--- src/rtl/pin_chk_pkg.sv ---
package pin_chk_pkg;
  localparam int unsigned DIGIT_W = 4;
  typedef logic [DIGIT_W-1:0] digit_t;
endpackage

--- src/rtl/pin_accum.sv ---
module pin_accum
  import pin_chk_pkg::*;
#(
  parameter int unsigned N      = 6,
  localparam int unsigned CNT_W  = $clog2(N + 1),
  localparam int unsigned DATA_W = N * DIGIT_W
) (
  input  logic              clk_i,
  input  logic              rst_ni,
  input  logic              take_i,
  input  digit_t            digit_i,
  input  logic              clear_i,
  output logic [DATA_W-1:0] data_o,
  output logic [CNT_W-1:0]  count_o,
  output logic              full_o
);
  logic [DATA_W-1:0] data_q;
  logic [CNT_W-1:0]  count_q;
  logic              full_q;

  // no comparison here: digits only shift in, whatever their value
  always_ff @(posedge clk_i or negedge rst_ni) begin
    if (!rst_ni) begin
      data_q  <= '0;
      count_q <= '0;
      full_q  <= 1'b0;
    end else if (clear_i || full_q) begin
      // full_q marks the compare cycle; wipe the entry afterwards
      data_q  <= '0;
      count_q <= '0;
      full_q  <= 1'b0;
    end else if (take_i) begin
      data_q  <= {data_q[DATA_W-DIGIT_W-1:0], digit_i};
      count_q <= count_q + CNT_W'(1);
      full_q  <= (count_q == CNT_W'(N - 1));
    end
  end

  assign data_o  = data_q;
  assign count_o = count_q;
  assign full_o  = full_q;
endmodule

--- config.mk ---
export PLATFORM = sky130hd
export DESIGN_NAME = pin_accum
export DESIGN_NICKNAME = d
export VERILOG_FILES = /design/src/rtl/pin_chk_pkg.sv /design/src/rtl/pin_accum.sv
export SDC_FILE = /design/constraint.sdc
export NUM_CORES = 1
export LEC_CHECK = 0
export BUFFER_PORTS_ARGS = -buffer_cell sky130_fd_sc_hd__buf_2
export CAP_MARGIN = 5
export CORE_UTILIZATION = 49
export DETAILED_ROUTE_END_ITERATION = 10
export MAX_ROUTING_LAYER = met4
export PLACE_DENSITY = 0.76
export SLEW_MARGIN = 10
export SYNTH_ARGS = -nofsm -noshare
export SYNTH_HDL_FRONTEND = slang
export SYNTH_SLANG_ARGS = --single-unit
--- constraint.sdc ---
create_clock -name clk_i -period 1.55 [get_ports clk_i]
set_clock_uncertainty 0.2 [all_clocks]
set_input_delay 0.155 -clock clk_i [delete_from_list [all_inputs] [get_ports clk_i]]
set_output_delay 0.155 -clock clk_i [all_outputs]
set_load 0.01 [all_outputs]
# Yosys cells after proc, flatten, opt, wreduce, memory -nomap -nowiden
# Cells that the tools add are included.
[totals] ff_bits=28 out_inout_bits=28 in_bits=8
[op_classes] add_sub_neg=1 reduce_logical=2 eq_ne=1 muxes=6
[op_table] op="$mux W24" count=2
[op_table] op="$mux W3" count=2
[op_table] op="$add A3 B1 Y3 const B" count=1
[op_table] op="$eq A3 B3 Y1 const B" count=1
[op_table] op="$mux W1" count=2
[op_table] op="$reduce_bool A2 Y1" count=1
[op_table] op="$logic_or A1 B1 Y1" count=1

# Depth between registers and ports, before layout
# Gate-level depths: netlist of run 1.
[depth] word_depth=3 depth_mapped=4 depth_no_buf=4

# Worst setup path before layout of run 1
# Ideal clock, no wire load.
[synth_timing] kind="register to register" startpoint="reg full_q (netlist: full_o)" endpoint="reg data_q[16] (netlist: data_o[16])" stages_incl_launch_ff=5 required_time_ns=1.279 synth_period_minus_slack_ns=1.244 slack_ns=0.306 n_path_buf=2 arrival_ns=0.973 cell_sequence="dfrtp_1 or2_1 buf_6 buf_8 nor2_1"
[synth_via] elab_chain_cells=2 elab_cells_between_ends=3 classes_between="mux (1); reduce/logical (2)"
[synth_lines] item="from (decl)" line_no="pin_accum.sv:19" text="logic full_q;"
[synth_lines] item="from (signal assigned)" line_no="pin_accum.sv:35" text="full_q <= (count_q == CNT_W'(N - 1));"
[synth_lines] item="$logic_or A1 B1 Y1 (*)" line_no="pin_accum.sv:27" text="end else if (clear_i || full_q) begin"
[synth_lines] item="$mux W24 or $reduce_bool A2 Y1 (tied branches)"
[synth_lines] item="to (signal assigned)" line_no="pin_accum.sv:33" text="data_q <= {data_q[DATA_W-DIGIT_W-1:0], digit_i};"
[synth_lines] item="to (decl)" line_no="pin_accum.sv:17" text="logic [DATA_W-1:0] data_q;"
# Mark *: on every way between the ends. The rest lies on a longest branch, timed or not.
# A chain may end at the register's enable or synchronous reset.

# Final worst setup path of run 1
[layout_timing] startpoint="reg count_q[0] (netlist: count_o[0])" endpoint="reg count_q[2] (netlist: count_o[2])"
[layout_via] elab_chain_cells=3
[layout_lines] item="from (decl)" line_no="pin_accum.sv:18" text="logic [CNT_W-1:0] count_q;"
[layout_lines] item="from (signal assigned)" line_no="pin_accum.sv:34" text="count_q <= count_q + CNT_W'(1);"
[layout_lines] item="$add A3 B1 Y3" line_no="pin_accum.sv:34"
[layout_lines] item="$mux W3" line_no="pin_accum.sv:32" text="end else if (take_i) begin"
[layout_lines] item="$mux W3" line_no="pin_accum.sv:27"
# Every way passes these cells. The select of a mux whose other input is x is not followed.

==> metrics.md, run 1 <==
| Metric | Value |
|---|---|
| Status | `complete, no violations` |
| Top cell type's share of synthesized area | `58.3%` |
| Final wirelength | `2220 µm` |
| Io pins | `36` |
| Post-Synthesis Cells | `97` |
| First-pass iteration count of the detailed router | `4` |
| Routed vias/inst | `4.93` |
| Slew margin rel. | `59.6%` |
| Total power | `0.00118 W` |
| Maximum fanout along the worst path | `4` |
| Max Cap Viol | `0` |
| Worst Path Required | `1.59 ns` |
| Last element of the critical path | `count_o[2]` |
| Area post-placement | `1370 µm²` |
| Initial antenna violation count | `0` |
| Fin nets | `147` |
| Crit Reg-Reg Endpoint | `count_o[2]` |
| Cell area after synthesis | `1200 µm²` |
| Sw Share | `23.7%` |
| Final Critical Period | `1.32 ns` |
| Cts bufs inserted | `3` |
| First-pass GRT wire length | `3760 µm` |
| Final Cell Area | `1440 µm²` |
| Worst hold-check path type | `input port to flop` |
| RSZ-0062 raised after global routing | `no` |
| TNS Setup | `0 ns` |
| Pint | `0.000902 W` |
| PwrDens | `820 nW/µm²` |
| GRT Overall Usage | `20.0%` |
| Core Util, Final | `63.9%` |
| Synth warnings | `0` |
| Final hold vios | `0` |
| Hold Crit Depth | `4` |
| Die area | `2660 µm²` |
| Worst Setup Start Kind | `flop` |
| Vias after detailed routing | `803` |
| I/O Buffers | `35` |
| Slew Viols, Final | `0` |
| TritonCTS clock tree | `yes` |
| Yosys reg bits | `28` |
| Antenna Nets Post-Route | `0` |
| Diode count | `0` |
| Initial DRC count | `6` |
| Gpl congestion | `0.711` |
| Clock Sinks | `28` |
| Ranking of synthesized cells by area | `dfrtp_1 58%, mux2i_1 20%, nor2_1 7.8%, buf_8 2.5%, ha_1 2.1%` |
| Combinational Power Share | `11.7%` |
| Post-synth top cells | `28 x dfrtp_1, 25 x nor2_1, 24 x mux2i_1` |
| Number of global-route vias before repair | `822` |
| Yosys top cell by area | `dfrtp_1` |
| Clock root buffer | `clkbuf_4` |
| Clock transition at path regs | `0.14 ns` |
| Most used DFF post-synth | `dfrtp_1` |
| CP Capture Type | `flop` |
| Net switching power | `0.000279 W` |
| R2r worst-path depth | `3` |
| Final setup viols | `0` |
| Tcrit/Tclk final | `85.2%` |
| Worst Setup Path Type | `flop to flop` |
| Async SR Flop Fraction | `100%` |
| FF-to-FF Start | `count_o[0]` |
| R2r setup slk | `0.23 ns` |
| Netlist cell types | `17` |
| Pin slew with the least headroom to its limit | `0.606 ns` |
| CTS Buffer Depth | `2` |
| Row count | `17` |
| Post-synth EDFFs | `0` |
| Leak | `0.829 nW` |
| Height of the die | `51.5 µm` |
| Chip width | `51.5 µm` |
| H-tree Lvls | `1` |
| Clk pwr share | `23.7%` |
| Peak VDD IR | `0.525 mV` |
| Mapped Nets | `107` |
| Fraction of layout instances using a drive strength above 1 | `31.1%` |
| Worst skew pair latency | `0.31 ns` |
| Dpl hpwl | `1460 µm` |
| Reg power frac | `64.6%` |
| Count leader, synth | `dfrtp_1` |
| WP data arrival | `1.36 ns` |
| Seq/Total Area, Yosys | `58.3%` |
| Fmax | `757 MHz` |
| Initial Util | `53.3%` |
| Largest net degree at the start of global routing | `31` |
| DRC viols | `0` |
| Area Overhead vs Synth | `19.8%` |
| Std-Cell Core Area | `2250 µm²` |
| Routed wire per std cell | `13.6 µm` |
| Avg Cell Area, Syn | `12.4 µm²` |
| CP startpoint | `count_o[0]` |
| Total grt overflow | `0` |
-- metal layers --
metal  track usage, %  vias to the layer above  wire length, µm
met2             33.3                       17             1140
met5                -                        -                0
met3             3.51                        2               73
met1             24.6                      389              983
met4             6.76                        0               16
li1                 -                      395                -
-- cell families after synthesis --
group           synth area share (%)
xor+xnor                       0.729
simple gates                    10.9
flops                           58.3
compound gates                  1.66
mux                             20.0
fa+ha+maj                       2.08
buf+inv                         6.35
-- final cells by class --
| cell class | instances | area [µm²] |
|---|---|---|
| Multi-Input combinational cell | 61 | 425 |
| Inverter | 1 | 3.75 |
| Sequential cell | 28 | 701 |
| Timing Repair Buffer | 42 | 253 |
| Fill cell | 205 | 815 |
| Tap cell | 28 | 35.0 |
| Clock buffer | 3 | 22.5 |
-- repair_timing --
action | in CTS | in global routing
setup buffers | 0 | 0
gates resized for setup | 0 | 0
hold buffers | 5 | 0
endpoints found under the hold margin | 32 | 0
-- state kept, by name (all words and copies together), names as in the netlist --
name and count:
count_o 3, data_o 24, full_o 1
-- critical path, cell delays in order, from the launching register on --
cell and delay, ns:
dfrtp_1 0.45, ha_1 0.24, a21bo_2 0.22, a21oi_1 0.14
-- power by group through the flow --
stage	clock (W)	combinational, W	sequential (W)
after CTS	0.000297	0.000141	0.000764
after global routing	0.000314	0.000155	0.000766
after global placement	0	0.000126	0.000775
after detailed placement	0	0.000131	0.000778
final	0.000280	0.000138	0.000763
after floorplan	0	0.0000800	0.000783
-- worst min-delay path by stage --
stage                       from          to  slack, ns
after detailed placement  rst_ni      full_o      0.005
after CTS                 take_i      full_o        0.1
final                     take_i  count_o[1]       0.11
after floorplan           rst_ni  count_o[0]      -0.34
after global placement    rst_ni      full_o     -0.007
after global routing      take_i  count_o[1]       0.11
-- cells in the final DEF, fill, tap and decap left out, drive strengths merged --
| cell | instances |
|---|---|
| buf | 37 |
| dfrtp | 28 |
| nor2 | 26 |
| mux2i | 24 |
| dlygate4sd3 | 5 |
| clkbuf | 3 |
| nand2b | 2 |
| a21oi | 2 |
| ha | 2 |
| inv | 1 |
| or2 | 1 |
| xnor2 | 1 |
| a21bo | 1 |
| nand3b | 1 |
| nand3 | 1 |
-- stage by stage --
| stage | hold slack, ns | cells | setup slack [ns] |
|---|---|---|---|
| 6_report | 0.108 | 163 | 0.229 |
| 5_1_grt | 0.114 | 163 | 0.170 |
| 4_1_cts | 0.0977 | 163 | 0.215 |
| 3_5_place_dp | 0.00477 | 155 | 0.242 |
| 3_3_place_gp | -0.00675 | 155 | 0.349 |
| 2_1_floorplan | -0.341 | 97 | 0.306 |
Power figures use the tool's default switching activity.
==> run 2, diff against run 1 <==
--- a/config.mk
+++ b/config.mk
@@ -5,12 +5,12 @@
 export SDC_FILE = /design/constraint.sdc
 export NUM_CORES = 1
 export LEC_CHECK = 0
-export BUFFER_PORTS_ARGS = -buffer_cell sky130_fd_sc_hd__buf_2
 export CAP_MARGIN = 5
-export CORE_UTILIZATION = 49
+export CORE_UTILIZATION = 55
 export DETAILED_ROUTE_END_ITERATION = 10
+export DONT_BUFFER_PORTS = 1
 export MAX_ROUTING_LAYER = met4
-export PLACE_DENSITY = 0.76
+export PLACE_DENSITY = 0.7
 export SLEW_MARGIN = 10
 export SYNTH_ARGS = -nofsm -noshare
 export SYNTH_HDL_FRONTEND = slang
==> metrics.md, run 2 (same netlist as run 1, synthesis figures left out) <==
| Metric | Value |
|---|---|
| Worst skew pair latency | `0.32 ns (about the same)` |
| Worst Setup Start Kind | `flop` |
| Fmax | `672 MHz (-11%)` |
| R2r setup slk | `0.06 ns (-0.17 ns)` |
| Area Overhead vs Synth | `12.1%` |
| Largest net degree at the start of global routing | `29 (-6.5%)` |
| Worst Path Required | `1.57 ns (-0.02 ns)` |
| GRT Overall Usage | `19.9% (-0.087 points)` |
| Most frequent cells in the layout | `28 x dfrtp_1, 25 x nor2_1, 24 x mux2i_1, 10 x dlygate4sd3_1, 3 x clkbuf_4` |
| Post-CTS Resized | `0 (unchanged)` |
| Initial antenna violation count | `0 (unchanged)` |
| Critical Path Slowest Stage Cell | `dlygate4sd3_1` |
| TritonCTS clock tree | `yes` |
| Number of global-route vias before repair | `804 (-2.2%)` |
| PwrDens | `919 nW/µm² (+12%)` |
| DRC viols | `0 (unchanged)` |
| Std-Cell Core Area | `2000 µm² (-11%)` |
| Final Critical Period | `1.49 ns (+0.167 ns)` |
| Slew margin rel. | `81.2% (+22 points)` |
| First-pass GRT wire length | `3390 µm (-9.7%)` |
| Tcrit/Tclk final | `96.0% (+11 points)` |
| Antenna Nets Post-Route | `0 (unchanged)` |
| Fin nets | `118 (-20%)` |
| Chip width | `48.8 µm (-5.4%)` |
| Diode count | `0 (unchanged)` |
| Routed vias/inst | `5.47 (+11%)` |
| CTS Buffer Depth | `2 (unchanged)` |
| Fraction of layout instances using a drive strength above 1 | `8.41% (-23 points)` |
| Vias after detailed routing | `733 (-8.7%)` |
| Gpl congestion | `0.591 (-17%)` |
| Leak | `0.683 nW (-18%)` |
| Height of the die | `48.8 µm (-5.4%)` |
| Total grt overflow | `0 (unchanged)` |
| Initial Util | `60.1% (+6.7 points)` |
| Crit path cell chain | `mux2i_1 > dlygate4sd3_1 > nor2_1` |
| FF-to-FF Start | `data_o[0]` |
| Max Cap Viol | `0 (unchanged)` |
| Commonest non-fill, non-tap cell in the layout | `dfrtp_1` |
| Io pins | `36 (unchanged)` |
| Crit path buf inv count | `1 (+1)` |
| Cts bufs inserted | `3 (unchanged)` |
| CP top delay family | `buffers and inverters` |
| Final hold vios | `0 (unchanged)` |
| Maximum fanout along the worst path | `3 (-1)` |
| TNS Setup | `0 ns (unchanged)` |
| FF+latch area | `701 µm² (unchanged)` |
| Row count | `16 (-1)` |
| H-tree Lvls | `1 (unchanged)` |
| CP max stage delay | `0.56 ns (+0.11 ns)` |
| Clock transition at path regs | `0.14 ns (about the same)` |
| CP startpoint | `data_o[0]` |
| Total power | `0.00124 W (+4.8%)` |
| Die area | `2380 µm² (-10%)` |
| Worst Setup Path Type | `flop to flop` |
| Final setup viols | `0 (unchanged)` |
| RSZ-0062 raised after global routing | `no` |
| Status | `complete, no violations` |
| Max reg flops | `24 (unchanged)` |
| R2r worst-path depth | `3 (unchanged)` |
| Multi-input logic area | `425 µm² (unchanged)` |
| CP Capture Type | `flop` |
| Clock Sinks | `28 (unchanged)` |
| Final wirelength | `2010 µm (-9.4%)` |
| Clock root buffer | `clkbuf_4` |
| Routed wire per std cell | `15.0 µm (+10%)` |
| Crit Reg-Reg Endpoint | `data_o[0]` |
| Dpl hpwl | `1140 µm (-22%)` |
| I/O Buffers | `0 (-100%)` |
| First-pass iteration count of the detailed router | `3 (-1)` |
| Initial DRC count | `10 (+4)` |
| Worst hold-check path type | `input port to asynchronous set/reset pin` |
| # fillers | `160 (-22%)` |
| Pin slew with the least headroom to its limit | `0.282 ns (-0.323 ns)` |
| Peak VDD IR | `0.708 mV (+35%)` |
| Slew Viols, Final | `0 (unchanged)` |
| WP data arrival | `1.51 ns (+0.15 ns)` |
-- run 2: cell types whose count changed in the layout (fill, tap and decap cells not counted) --
cell,previous run,this run
buf_12,1,2
dlygate4sd3_1,5,10
buf_2,35,0
clkbuf_8,0,1
-- run 2: repair_timing --
item                                    4_1_cts  5_1_grt
endpoints found under the setup margin        0        1
buffers inserted                              0        0
endpoints found under the hold margin        56        1
hold buffers                                 12        1
-- run 2: worst max path at each step --
stage	end	slack, ns	depth (start not counted)
6_report	data_o[0]	0.06	3
5_1_grt	data_o[0]	0.005	3
3_5_place_dp	count_o[1]	0.25	3
3_3_place_gp	count_o[2]	0.29	3
2_1_floorplan	data_o[16]	0.31	4
4_1_cts	data_o[16]	0.05	3
-- run 2: layer usage --
layer / routed length [µm] / vias to the layer above / global-route usage, %
met5: 0 / - / -
met4: 34 / 0 / 8.82
met3: 99 / 4 / 5.03
met2: 919 / 23 / 33.3
met1: 953 / 363 / 22.3
li1: - / 343 / -
-- run 2: per-stage QoR --
step	std cells	instance area (µm²)	utilization, %	hold slack, ns	worst slack [ns]
3_5_place_dp	118	1170	58.5	-0.340	0.251
6_report	134	1350	67.3	0.0524	0.0622
4_1_cts	134	1350	67.3	0.0367	0.0450
5_1_grt	134	1350	67.3	0.0364	0.00495
3_3_place_gp	118	1170	58.5	-0.340	0.293
2_1_floorplan	97	1200	-	-0.341	0.306
-- run 2: area by class of cell --
cell class | count | share of cell area (%)
clock buffers | 4 | 2.69
inverters | 1 | 0.279
multi-input cells | 61 | 31.6
flip-flops and latches | 28 | 52.0
well taps | 27 | 2.51
repair buffers | 13 | 11.0
-- run 2: where the power goes --
part / internal (W) / leakage [nW] / switching, W / total, W
Clock: 0.000144 / 0.0210 / 0.000200 / 0.000344
Combinational: 0.0000617 / 0.277 / 0.0000587 / 0.000120
Sequential: 0.000748 / 0.386 / 0.0000263 / 0.000774
